### src/rtl/bchan_pkg.sv
package bchan_pkg;

    typedef enum logic [1:0] {
        ST_PAST   = 2'd0,
        ST_HUNT   = 2'd1,
        ST_INSLOT = 2'd2
    } slot_st_e;

    typedef enum logic [1:0] {
        RA_SEL    = 2'd0,
        RA_TXINS  = 2'd1,
        RA_RXDATA = 2'd2,
        RA_STATUS = 2'd3
    } reg_addr_e;

    localparam int STAT_TXP = 0;
    localparam int STAT_RXI = 1;
    localparam int STAT_NEW = 2;
    localparam int STAT_OVR = 3;
    localparam int STAT_W   = 4;

endpackage

### src/rtl/bchan_slot_fsm.sv
module bchan_slot_fsm
    import bchan_pkg::*;
#(
    parameter int NUM_SLOTS = 8,
    localparam int SEL_W = (NUM_SLOTS > 1) ? $clog2(NUM_SLOTS) : 1
) (
    input  logic             clk,
    input  logic             rst_n,
    input  logic             frame_sync,
    input  logic             slot_tick,
    input  logic [SEL_W-1:0] sel,
    output logic             slot_enter,
    output logic             slot_close
);

    slot_st_e         state_q, state_d;
    logic [SEL_W-1:0] cnt_q;
    logic [SEL_W-1:0] cur;
    logic             armed;

    // slot number of the slot that starts at this tick
    assign cur   = frame_sync ? '0 : cnt_q + 1'b1;
    assign armed = (state_q == ST_HUNT) || frame_sync;

    always_ff @(posedge clk) begin
        if (!rst_n) begin
            state_q <= ST_PAST;
            cnt_q   <= '0;
        end else begin
            state_q <= state_d;
            if (slot_tick) cnt_q <= cur;
        end
    end

    always_comb begin
        slot_enter = slot_tick && armed && (cur == sel);
        slot_close = slot_tick && (state_q == ST_INSLOT);
        state_d    = state_q;
        unique case (state_q)
            ST_PAST: begin
                if (slot_tick && frame_sync)
                    state_d = slot_enter ? ST_INSLOT : ST_HUNT;     // REFRAME / ENTER
            end
            ST_HUNT: begin
                if (slot_enter) state_d = ST_INSLOT;               // ENTER
            end
            ST_INSLOT: begin
                if (slot_tick) begin
                    if (slot_enter)      state_d = ST_INSLOT;      // ENTER (slot 0)
                    else if (frame_sync) state_d = ST_HUNT;        // WRAP
                    else                 state_d = ST_PAST;        // CLOSE
                end
            end
            default: state_d = ST_PAST;
        endcase
    end

endmodule

### src/rtl/bchan_tx_lane.sv
module bchan_tx_lane #(
    parameter int DW = 8
) (
    input  logic          clk,
    input  logic          rst_n,
    input  logic          ins_wr,
    input  logic [DW-1:0] wdata,
    input  logic          slot_enter,
    input  logic [DW-1:0] tx_pcm,
    output logic [DW-1:0] ins_q,
    output logic          pend_q,
    output logic [DW-1:0] tx_line,
    output logic          tx_line_load
);

    always_ff @(posedge clk) begin
        if (!rst_n) begin
            ins_q        <= '0;
            pend_q       <= 1'b0;
            tx_line      <= '0;
            tx_line_load <= 1'b0;
        end else begin
            tx_line_load <= slot_enter;
            if (slot_enter) tx_line <= pend_q ? ins_q : tx_pcm;
            if (ins_wr) begin
                ins_q  <= wdata;
                pend_q <= 1'b1;      // a write during entry waits for the next frame
            end else if (slot_enter) begin
                pend_q <= 1'b0;
            end
        end
    end

endmodule

### src/rtl/bchan_rx_lane.sv
module bchan_rx_lane #(
    parameter int DW = 8
) (
    input  logic          clk,
    input  logic          rst_n,
    input  logic          inj_wr,
    input  logic          data_rd,
    input  logic          stat_rd,
    input  logic [DW-1:0] wdata,
    input  logic          slot_close,
    input  logic [DW-1:0] rx_line,
    output logic [DW-1:0] cap_q,
    output logic          new_q,
    output logic          ovr_q,
    output logic          inj_pend_q,
    output logic [DW-1:0] rx_path,
    output logic          rx_path_valid
);

    logic [DW-1:0] inj_q;

    always_ff @(posedge clk) begin
        if (!rst_n) begin
            cap_q         <= '0;
            new_q         <= 1'b0;
            ovr_q         <= 1'b0;
            inj_q         <= '0;
            inj_pend_q    <= 1'b0;
            rx_path       <= '0;
            rx_path_valid <= 1'b0;
        end else begin
            rx_path_valid <= slot_close;
            if (slot_close) begin
                cap_q   <= rx_line;
                rx_path <= inj_pend_q ? inj_q : rx_line;
            end
            if (slot_close)   new_q <= 1'b1;
            else if (data_rd) new_q <= 1'b0;
            if (slot_close && new_q && !data_rd) ovr_q <= 1'b1;
            else if (stat_rd)                    ovr_q <= 1'b0;
            if (inj_wr) begin
                inj_q      <= wdata;
                inj_pend_q <= 1'b1;
            end else if (slot_close) begin
                inj_pend_q <= 1'b0;
            end
        end
    end

endmodule

### src/rtl/bchan_tap.sv
module bchan_tap
    import bchan_pkg::*;
#(
    parameter int NUM_SLOTS = 8,
    parameter int DW        = 8,
    localparam int SEL_W = (NUM_SLOTS > 1) ? $clog2(NUM_SLOTS) : 1
) (
    input  logic          clk,
    input  logic          rst_n,
    input  logic          frame_sync,
    input  logic          slot_tick,
    input  logic          reg_we,
    input  logic          reg_re,
    input  logic [1:0]    reg_addr,
    input  logic [DW-1:0] reg_wdata,
    output logic [DW-1:0] reg_rdata,
    input  logic [DW-1:0] tx_pcm,
    output logic [DW-1:0] tx_line,
    output logic          tx_line_load,
    input  logic [DW-1:0] rx_line,
    output logic [DW-1:0] rx_path,
    output logic          rx_path_valid
);

    logic [SEL_W-1:0] sel_q;
    logic             slot_enter, slot_close;
    logic [DW-1:0]    tx_ins, rx_cap;
    logic             tx_pend, rx_new, rx_ovr, rx_inj_pend;
    logic [STAT_W-1:0] status;
    logic             wr_sel, wr_txins, wr_rxdata, rd_rxdata, rd_status;

    assign wr_sel    = reg_we && (reg_addr == RA_SEL);
    assign wr_txins  = reg_we && (reg_addr == RA_TXINS);
    assign wr_rxdata = reg_we && (reg_addr == RA_RXDATA);
    assign rd_rxdata = reg_re && (reg_addr == RA_RXDATA);
    assign rd_status = reg_re && (reg_addr == RA_STATUS);

    always_comb begin
        status           = '0;
        status[STAT_TXP] = tx_pend;
        status[STAT_RXI] = rx_inj_pend;
        status[STAT_NEW] = rx_new;
        status[STAT_OVR] = rx_ovr;
    end

    bchan_slot_fsm #(.NUM_SLOTS(NUM_SLOTS)) u_fsm (
        .clk(clk), .rst_n(rst_n), .frame_sync(frame_sync), .slot_tick(slot_tick),
        .sel(sel_q), .slot_enter(slot_enter), .slot_close(slot_close)
    );

    bchan_tx_lane #(.DW(DW)) u_tx (
        .clk(clk), .rst_n(rst_n), .ins_wr(wr_txins), .wdata(reg_wdata),
        .slot_enter(slot_enter), .tx_pcm(tx_pcm), .ins_q(tx_ins), .pend_q(tx_pend),
        .tx_line(tx_line), .tx_line_load(tx_line_load)
    );

    bchan_rx_lane #(.DW(DW)) u_rx (
        .clk(clk), .rst_n(rst_n), .inj_wr(wr_rxdata), .data_rd(rd_rxdata),
        .stat_rd(rd_status), .wdata(reg_wdata), .slot_close(slot_close),
        .rx_line(rx_line), .cap_q(rx_cap), .new_q(rx_new), .ovr_q(rx_ovr),
        .inj_pend_q(rx_inj_pend), .rx_path(rx_path), .rx_path_valid(rx_path_valid)
    );

    always_ff @(posedge clk) begin
        if (!rst_n) begin
            sel_q     <= '0;
            reg_rdata <= '0;
        end else begin
            if (wr_sel) sel_q <= reg_wdata[SEL_W-1:0];
            if (reg_re) begin
                unique case (reg_addr)
                    RA_SEL:    reg_rdata <= {{(DW-SEL_W){1'b0}}, sel_q};
                    RA_TXINS:  reg_rdata <= tx_ins;
                    RA_RXDATA: reg_rdata <= rx_cap;
                    RA_STATUS: reg_rdata <= {{(DW-STAT_W){1'b0}}, status};
                    default:   reg_rdata <= '0;
                endcase
            end
        end
    end

endmodule

### config.mk
export PLATFORM = sky130hd
export DESIGN_NAME = bchan_tap
export DESIGN_NICKNAME = d
export VERILOG_FILES = /design/src/rtl/bchan_pkg.sv /design/src/rtl/bchan_slot_fsm.sv /design/src/rtl/bchan_tx_lane.sv /design/src/rtl/bchan_rx_lane.sv /design/src/rtl/bchan_tap.sv
export SDC_FILE = /design/constraint.sdc
export NUM_CORES = 1
export LEC_CHECK = 0
export ABC_CLOCK_PERIOD_IN_PS = 1640
export CORE_MARGIN = 2
export CORE_UTILIZATION = 35
export CTS_BUF_LIST = sky130_fd_sc_hd__clkbuf_4 sky130_fd_sc_hd__clkbuf_8
export DETAILED_ROUTE_END_ITERATION = 6
export DONT_BUFFER_PORTS = 1
export GPL_ROUTABILITY_DRIVEN = 0
export PLACE_DENSITY = 0.52
export REMOVE_ABC_BUFFERS = 1
export SYNTH_ARGS = -nofsm -noshare
export SYNTH_HDL_FRONTEND = slang
export SYNTH_SLANG_ARGS = --single-unit
### constraint.sdc
create_clock -name clk -period 1.64 [get_ports clk]
set_input_delay 0.328 -clock clk [delete_from_list [all_inputs] [get_ports clk]]
set_output_delay 0.328 -clock clk [all_outputs]
set_load 0.02 [all_outputs]
==> impl_metrics.toml <==
[yosys]
synth_area_leaders = "dfxtp_1 46%, mux2i_1 8.5%, a21oi_1 5.3%"
synth_xor_area_share_pct = 0.6440
synth_edf_count = 0
yosysTopAreaCell = "dfxtp_1"
synthAdderAreaFrac_pct = 0.4600
avgSynthCellArea_um2 = 9.412
synth.area.mux_share_pct = 11.36
ys_warn_count = 0
synthDistinctLibCells = 40
synth_top_family_by_area = "compound AO/OA/AOI/OAI gates"
syn_area_um2 = 2720
synth_compound_area_share_pct = 20.61
syn_inst = 289
async_flop_share_pct = 0
synth_top_area_share_pct = 45.63
ys_seq_area_share_pct = 45.63
synthSimpleGateAreaFrac_pct = 16.42
ys_ff_latch = 62
synthFlopType = "dfxtp_1"

[clock_network]
cts-root-buf = "clkbuf_8"
htree_levels = 3
ctsHoldBuffers = 0
path_clk_slew_ps = 60
tritoncts = "done"
cts_buffers = 9
clock_latency_ps = 330
clock_sinks = 62
cts_buffer_depth = 2

[sta]
tightestPinTransition_ps = 357.6
rsz0062_at_grt = "true"
whs_ps = 84.83
setup_viol = 8
max_freq_mhz = 594.2
slew_headroom_pct = 76.01
fin_crit_sh_pct = 102.6
final_hold_viol_count = 0
fin_ws_ps = -43.03
slew_viol_final = 0
post-route-min-period_ps = 1683
skew_ps = 5.711

[die]
core_area_um2 = 7607
die-width_um = 92.16
boundaryPins = 58
fp.dieArea_um2 = 8493
row_count = 32
die_h_um = 92.16
start_util_pct = 35.76

[grt]
antenna_found_initial = 0
gr-usage-all-layers_pct = 16.31
grt_pass1_vias = 2115
grt_max_degree = 26
grt_overflow_total = 0
grt_pass1_wl_um = 10820

[placed_design]
port_buffers = 0
dp_cells = 385
preCtsSetupSlack_ps = -26.76
dpl.hpwl_um = 4751
place_area_um2 = 2892

[layout]
area_delta_synth_final_pct = 16.24
layout.area.seq_um2 = 1244
multi_input_area_um2 = 1398
antenna_cells = 0
final_cell_mix = "60 x dfxtp_1, 38 x nand2_1, 29 x a21oi_1"
fin_cells = 402
final_common_cell = "dfxtp_1"
fillers = 784
drive_gt1_share_pct = 22.67
design_area_um2 = 3162
nets = 330

[drt]
routedWlPerCell_um = 16.56
firstDrtPassIters = 4
drc = 0
detail-route-antenna-nets = 0
drt_iter0_markers = 68
wl_um = 6659
num_vias = 2030
via_per_inst = 5.050

[power]
power.total_uw = 3173
switching_share_pct = 24.93
sequentialPowerShare_pct = 51.6
peakVddDrop_mv = 0.4477
power.share.clock_pct = 38.5
power.switching_uw = 791.1
power_density_nw_per_um2 = 1004
leakage_uw = 0.001075
intPower_uw = 2382
pwr-share-comb_pct = 9.9

[setup_path]
cp-start-kind = "register"
cp-end-kind = "register"
worstSetupPathType = "register to register"
cp_max_fo = 9
cp_data_required_time_ps = 1890
cp_data_arrival_time_ps = 1930

[status]
violations = "negative setup slack"
status = "complete, but fails checks"

[flow_run]
maxCapViolations = 0

[min_path]
worstHoldPathType = "input port to register"
==> final timing paths <==
check                                    from                            to  cells after the start  slack (ps)
setup / recovery  u_fsm.cnt_q[0]$_SDFFE_PN0P_  u_tx.tx_line[4]$_SDFFE_PN0P_                      8         -40
hold / removal                         reg_re     reg_rdata[3]$_SDFFE_PN0P_                      1          80
setup reg to reg  u_fsm.cnt_q[0]$_SDFFE_PN0P_  u_tx.tx_line[4]$_SDFFE_PN0P_                      8         -40
hold reg to reg    u_rx.cap_q[3]$_SDFFE_PN0P_    u_rx.cap_q[3]$_SDFFE_PN0P_                      2         460
==> flip-flops by register name (all words and copies together) (netlist names) <==
register / cells
u_rx.inj_q: 8
u_fsm.cnt_q: 3
u_tx.tx_line: 8
u_rx.rx_path: 8
u_rx.ovr_q: 1
u_rx.new_q: 1
reg_rdata: 8
u_tx.tx_line_load: 1
u_tx.ins_q: 8
u_rx.cap_q: 8
u_rx.rx_path_valid: 1
u_fsm.state_q: 2
u_tx.pend_q: 1
sel_q: 3
u_rx.inj_pend_q: 1
==> worst max-delay path, stage by stage, from the launching register on <==
cell and delay [ps]:
dfxtp_2 340, ha_4 180, xnor2_4 130, or3_4 380, buf_6 130, o211ai_4 80
nor2_4 50, buf_12 140, a211oi_2 170
==> synth_stat cells, types with 3 or more instances <==
library cell  count
nor2_1           24
a211oi_1         14
a21oi_1          29
mux2i_1          23
a22oi_1           5
clkbuf_1          8
nand3_1          17
buf_2            10
a21oi_2           8
nor2b_1           5
mux4_2            3
a211oi_2          8
dfxtp_1          62
nand2_1          38
==> layer usage <==
metal,part of all wire [%],global-route usage [%],vias up
met2,48,27.45,35
li1,-,-,1044
met3,5.1,4.684,8
met4,1.1,5.597,0
met5,0,0,-
met1,46,19.94,943
==> final cells by class <==
cell class / instances / share of cell area, %
multi-input combinational: 201 / 44.20
sequential: 62 / 39.34
inverter: 3 / 0.3562
timing repair buffer: 20 / 6.450
clock inverter: 1 / 0.1583
clock buffer: 13 / 5.461
tap: 102 / 4.036
==> repair_timing <==
| item | in CTS | in global routing |
|---|---|---|
| pin swaps | 6 | 3 |
| setup endpoints to repair | 9 | 11 |
| buffers inserted | 3 | 2 |
| resized for setup | 10 | 1 |
==> stage by stage <==
| stage | TNS (ps) | utilization [%] |
|---|---|---|
| 2_1_floorplan | -4393 | - |
| 3_3_place_gp | 0 | 38.01 |
| 3_5_place_dp | -114.2 | 38.01 |
| 4_1_cts | -49.27 | 41.27 |
| 5_1_grt | -628.9 | 41.56 |
| 6_report | -201.7 | 41.56 |
==> power groups by stage <==
stage | clock (uW) | combinational [uW] | sequential, uW
2_1_floorplan | 0 | 206 | 1670
3_3_place_gp | 0 | 296 | 1670
3_5_place_dp | 0 | 300 | 1670
4_1_cts | 1240 | 308 | 1640
5_1_grt | 1310 | 349 | 1650
6_report | 1220 | 314 | 1640
==> cell families (layout without fill, tap and decap cells) <==
kind of cell	Yosys count	in the layout
and+or+nand+nor	96	96
AOI/OAI and AO/OA	75	75
DFF	62	62
muxes	27	27
buffers and inverters	26	37
xor gates and xnor gates	2	2
adders and majority gates	1	1
No activity file was read; power rests on OpenSTA's default activity.
